$ cat src/rtl/scr_pkg.sv
package scr_pkg;
  // Strobes from control to datapath
  typedef struct packed {
    logic loadSeed;  // reload history, clear output
    logic advance;   // scramble and register a new word
  } scrCtl_t;
endpackage

$ cat src/rtl/scr_ctrl.sv
module scr_ctrl
  import scr_pkg::*;
(
  input  logic    clk,
  input  logic    rst,
  input  logic    inValid,
  output scrCtl_t ctl,
  output logic    outValid
);
  // Reset wins over a valid word
  always_comb begin
    ctl.loadSeed = rst;
    ctl.advance  = inValid && !rst;
  end

  always_ff @(posedge clk) begin
    if (rst) outValid <= 1'b0;
    else     outValid <= inValid;
  end


  reset_clears_valid_chk: assert property (@(posedge clk) rst |=> !outValid);


  accept_sets_valid_chk: assert property (@(posedge clk) disable iff (rst)
    inValid |=> outValid);


  idle_clears_valid_chk: assert property (@(posedge clk) disable iff (rst)
    !inValid |=> !outValid);
endmodule

$ cat src/rtl/scr_dp.sv
module scr_dp
  import scr_pkg::*;
#(
  parameter int DATA_W    = 64,
  parameter int HIST_W    = 58,
  parameter int SHORT_TAP = 39,
  parameter logic [HIST_W-1:0] SEED = '1
) (
  input  logic              clk,
  input  logic              rst,
  input  scrCtl_t           ctl,
  input  logic [DATA_W-1:0] inData,
  output logic [DATA_W-1:0] outData
);
  localparam int EXT_W = HIST_W + DATA_W;

  logic [HIST_W-1:0] hist;
  logic [EXT_W-1:0]  ext;

  // ext[j] is serial bit j-HIST_W: the history sits below, the new word above.
  // Bits are filled in increasing order, so both taps can reach lower
  // bits of the same word.
  always_comb begin
    ext = '0;
    ext[HIST_W-1:0] = hist;
    for (int i = 0; i < DATA_W; i++) begin
      ext[HIST_W+i] = inData[i] ^ ext[HIST_W+i-SHORT_TAP] ^ ext[i];
    end
  end

  always_ff @(posedge clk) begin
    if (ctl.loadSeed) begin
      hist    <= SEED;
      outData <= '0;
    end else if (ctl.advance) begin
      hist    <= ext[EXT_W-1 -: HIST_W];
      outData <= ext[EXT_W-1 -: DATA_W];
    end
  end


  hist_tracks_output_chk: assert property (@(posedge clk) disable iff (rst)
    ctl.advance |=> hist == outData[DATA_W-1 -: HIST_W]);


  seed_reload_chk: assert property (@(posedge clk)
    ctl.loadSeed |=> (hist == SEED) && (outData == '0));


  idle_hold_chk: assert property (@(posedge clk) disable iff (rst)
    (!ctl.loadSeed && !ctl.advance) |=> $stable(hist) && $stable(outData));
endmodule

$ cat src/rtl/par_scrambler.sv
module par_scrambler
  import scr_pkg::*;
#(
  parameter int DATA_W    = 64,
  parameter int HIST_W    = 58,
  parameter int SHORT_TAP = 39,
  parameter logic [HIST_W-1:0] SEED = '1
) (
  input  logic              clk,
  input  logic              rst,
  input  logic              inValid,
  input  logic [DATA_W-1:0] inData,
  output logic [DATA_W-1:0] outData,
  output logic              outValid
);
  scrCtl_t ctl;

  scr_ctrl u_ctrl (
    .clk      (clk),
    .rst      (rst),
    .inValid  (inValid),
    .ctl      (ctl),
    .outValid (outValid)
  );

  scr_dp #(
    .DATA_W    (DATA_W),
    .HIST_W    (HIST_W),
    .SHORT_TAP (SHORT_TAP),
    .SEED      (SEED)
  ) u_dp (
    .clk     (clk),
    .rst     (rst),
    .ctl     (ctl),
    .inData  (inData),
    .outData (outData)
  );


  idle_output_stable_chk: assert property (@(posedge clk) disable iff (rst)
    !inValid |=> $stable(outData));
endmodule

$ cat config.mk
export PLATFORM = sky130hd
export DESIGN_NAME = par_scrambler
export DESIGN_NICKNAME = d
export VERILOG_FILES = /design/src/rtl/scr_pkg.sv /design/src/rtl/scr_ctrl.sv /design/src/rtl/scr_dp.sv /design/src/rtl/par_scrambler.sv
export SDC_FILE = /design/constraint.sdc
export NUM_CORES = 1
export LEC_CHECK = 0
export ABC_AREA = 1
export BUFFER_PORTS_ARGS = -buffer_cell sky130_fd_sc_hd__clkbuf_2
export CORE_MARGIN = 2
export CORE_UTILIZATION = 56
export DETAILED_ROUTE_END_ITERATION = 6
export GPL_TIMING_DRIVEN = 1
export HOLD_SLACK_MARGIN = 0.06
export PLACE_DENSITY = 0.88
export SLEW_MARGIN = 20
export SYNTH_ARGS = -nofsm -noshare
export SYNTH_HDL_FRONTEND = slang
export SYNTH_SLANG_ARGS = --single-unit
export TNS_END_PERCENT = 10
$ cat constraint.sdc
create_clock -name clk -period 2.1 [get_ports clk]
set_input_delay 0.21 -clock clk [delete_from_list [all_inputs] [get_ports clk]]
set_output_delay 0.21 -clock clk [all_outputs]
set_load 0.01 [all_outputs]
==> results.ini <==
[synth]
post_synth_num_cell_types = 23
synth_mux_area_share_pct = 0
combinational_family_with_the_most_area_after_synthesis = simple AND/OR/NAND/NOR gates
post_synth_fa_ha_maj_area_fraction_pct = 0
synth_xor_area_share_pct = 13.1
syn-num-nets = 783
ys_ff_latch = 123
synth-compound-area-share_pct = 11.2
post_syn_instances = 716
netlist_area_um2 = 5550
post_synth_and_or_nand_nor_area_fraction_pct = 24.1
synth_area_per_cell_um2 = 7.75
synth.yosys.seq_area_share_pct = 44.4
synth-warning-count = 0

[min_path]
worstHoldPathType = primary input to flop

[sta]
period_share_pct = 71.9
setup_slack_ps = 591
setup_viol = 0
final_hold_viol_count = 0
setup_repair_after_global_routing_missed_its_margin = no
achievable-frequency_mhz = 663
timing.clock.skew_ps = 13.3
worst_hold_slack_across_all_endpoints_ps = 92.5
finalWorstPathRequiredPeriod_ps = 1510
finalMaxSlewViolations = 0
timing.setup.tns_ps = 0
relSlewSlack_pct = 65.6
worst_slew_pin_slew_ps = 516

[global_routing]
overall_global_routing_usage_pct = 27.1
grt_start_max_net_pins = 46
vias_in_the_first_global_route = 5084
overflow = 0
grt_antenna_before_repair = 0
wire_length_of_the_first_global_routing_pass_mm = 23.7

[critical_path]
cp_data_required_time_ps = 2500
crit_path_cell_trace = dlygate4sd3_1 -> clkbuf_2 -> inv_4 -> nor2_8 -> inv_4 -> o22ai_1 -> inv_1
r2r_slack_ps = 830
crit_path_frequent_cell = inv_4
slowest_stage = dlygate4sd3_1
crit_path_max_fanout = 45
crit_path_launch_type = primary input
worst_path_largest_cell_delay_ps = 520
timing.setup.critical_path_class = primary input to flop
endpoint_kind = flop
timing.critical_path.buf_inv = 5
cpLargestDelayFamily = buffers and inverters
worstPathArrival_ps = 1910

[clock_tree]
cts_inserted_buffers = 17
tritoncts_clock_tree = yes
clock_slew_at_reported_path_ffs_ps = 60
cts.root.buffer_cell = clkbuf_8
cts.sinks = 123
post_cts_buffers = 0
clk-insertion-delay-late_ps = 510
ctsHtreeMaxLevel = 4
buffer_levels_on_the_longest_clock_path = 2

[die]
core_area_um2 = 9680
die_span_in_y_um = 104
initial_core_util_pct = 57.3
placement_rows = 36
width_of_the_die_um = 104
io-pin-count = 132
die-area_um2 = 10700

[cells_and_area]
final_util_pct = 71.1
post_route_cells_drive_above_1_share_pct = 20.3
antenna_cells_inserted = 0
syn2layout_area_growth_pct = 24.0
layout.nets = 912

[routing]
dr.pass1.iters = 5
detail_route.iter0.violations = 251
avgRoutedWirePerCell_um = 14.4
drt_drc_violations_left = 0
viasPerCell = 5.24
routed-via-count = 5192
wirelength_mm = 14.3
detail-route-antenna-nets = 0

[placed_design]
half_perimeter_wire_length_after_detailed_placement_mm = 9.70
gp_congestion = 0.829
place_worst_setup_slack_ps = 567
place.port_buffers = 131

[power_and_ir_drop]
vdd_drop_max_mv = 0.519
power_density_nw_per_um2 = 997
internal_power_mw = 4.89
total_power_mw = 6.86
netSwitchingFraction_pct = 28.8
share_comb_of_total_power_pct = 17.5
power.clock.fraction_pct = 42.4
leakagePower_nw = 3.38
power_switching_mw = 1.98
pwr-share-seq_pct = 40.1

[run_status]
run_status = finished, final reports clean

[flow_run]
timing.max_cap.violations = 0

-- worst reg2reg max path: stages, from the launching register on --
cell and delay (ps):
dfxtp_1 400, xnor2_1 150, xor2_1 320, nand2_1 130
o211ai_1 120, inv_1 50
-- registers in the layout, summed over array words and instances (netlist names) --
register         flops
u_dp.outData        64
u_dp.hist           58
u_ctrl.outValid      1
-- cell type report --
class                      instances  area (um2)
clock inverter                    14         173
multi-input combinational        500        2690
clock buffer                      18         418
fill                             767        2800
sequential                       123        2460
tap                              133         166
inverter                          65         249
timing repair buffer             138         723
-- cells by family (layout without fill, tap and decap cells) --
kind of cell / after synthesis / count (layout)
DFF: 123 / 123
and+or+nand+nor: 312 / 312
buffers and inverters: 93 / 235
AOI/OAI and AO/OA: 105 / 105
xor gates and xnor gates: 83 / 83
-- cells in the final DEF (no fill, tap or decap), drive strengths merged --
| cell | count |
|---|---|
| nand2 | 238 |
| clkbuf | 149 |
| dfxtp | 123 |
| inv | 66 |
| a21oi | 57 |
| xnor2 | 52 |
| nand3 | 47 |
| xor2 | 31 |
| nand3b | 24 |
| o211ai | 24 |
| o21ai | 9 |
| clkinv | 8 |
| o22ai | 7 |
| a22o | 7 |
| buf | 6 |
| bufinv | 3 |
| clkinvlp | 2 |
| nor2 | 2 |
| o21a | 1 |
| or2 | 1 |
| dlygate4sd3 | 1 |
-- synth_stat cells --
cell / number / area (um2)
inv_2: 1 / 3.75
o22ai_1: 7 / 43.8
nand2_1: 238 / 893
buf_1: 2 / 7.51
o21ai_0: 9 / 45.0
buf_2: 9 / 45.0
a21oi_1: 57 / 285
a22o_1: 7 / 61.3
nand3_1: 47 / 235
inv_1: 62 / 233
nor2_1: 1 / 3.75
nor2_8: 1 / 20.0
xnor2_1: 52 / 455
clkbuf_1: 10 / 37.5
dfxtp_1: 123 / 2460
or2_2: 1 / 6.26
nand3b_1: 24 / 180
inv_4: 2 / 12.5
buf_4: 5 / 37.5
xor2_1: 31 / 272
o211ai_1: 24 / 180
o21a_1: 1 / 7.51
buf_6: 2 / 22.5
-- stage by stage --
stage,instances,area [um2]
2_1_floorplan,716,5550
3_3_place_gp,958,6280
3_5_place_dp,958,6280
4_1_cts,991,6880
5_1_grt,991,6880
6_report,991,6880
-- power groups by stage --
stage | clock [mW] | sequential (mW) | combinational, mW
2_1_floorplan | 0 | 2.81 | 0.776
3_3_place_gp | 0 | 2.79 | 1.15
3_5_place_dp | 0 | 2.79 | 1.18
4_1_cts | 2.93 | 2.75 | 1.20
5_1_grt | 3.08 | 2.78 | 1.35
6_report | 2.91 | 2.75 | 1.20
-- what timing repair did --
action,CTS,global route
resized for setup,0,0
hold endpoints to repair,1,0
hold buffers,1,0
-- routing by layer --
layer | up-vias | GRT usage, % | routed length [um]
li1 | 2577 | - | -
met1 | 2402 | 34.5 | 6270
met2 | 183 | 45.1 | 6840
met3 | 30 | 6.17 | 831
met4 | 0 | 10.5 | 315
met5 | - | 0 | 0
-- worst paths after layout --
| check | to | from | cells past startpoint |
|---|---|---|---|
| setup / recovery | u_dp.hist[9] | inValid | 7 |
| hold / removal | u_dp.hist[44] | inData[50] | 5 |
| setup reg to reg | u_dp.outData[18] | u_dp.hist[37] | 5 |
| hold reg to reg | u_dp.outData[22] | u_dp.outData[22] | 2 |
Power figures use the tool's default switching activity.
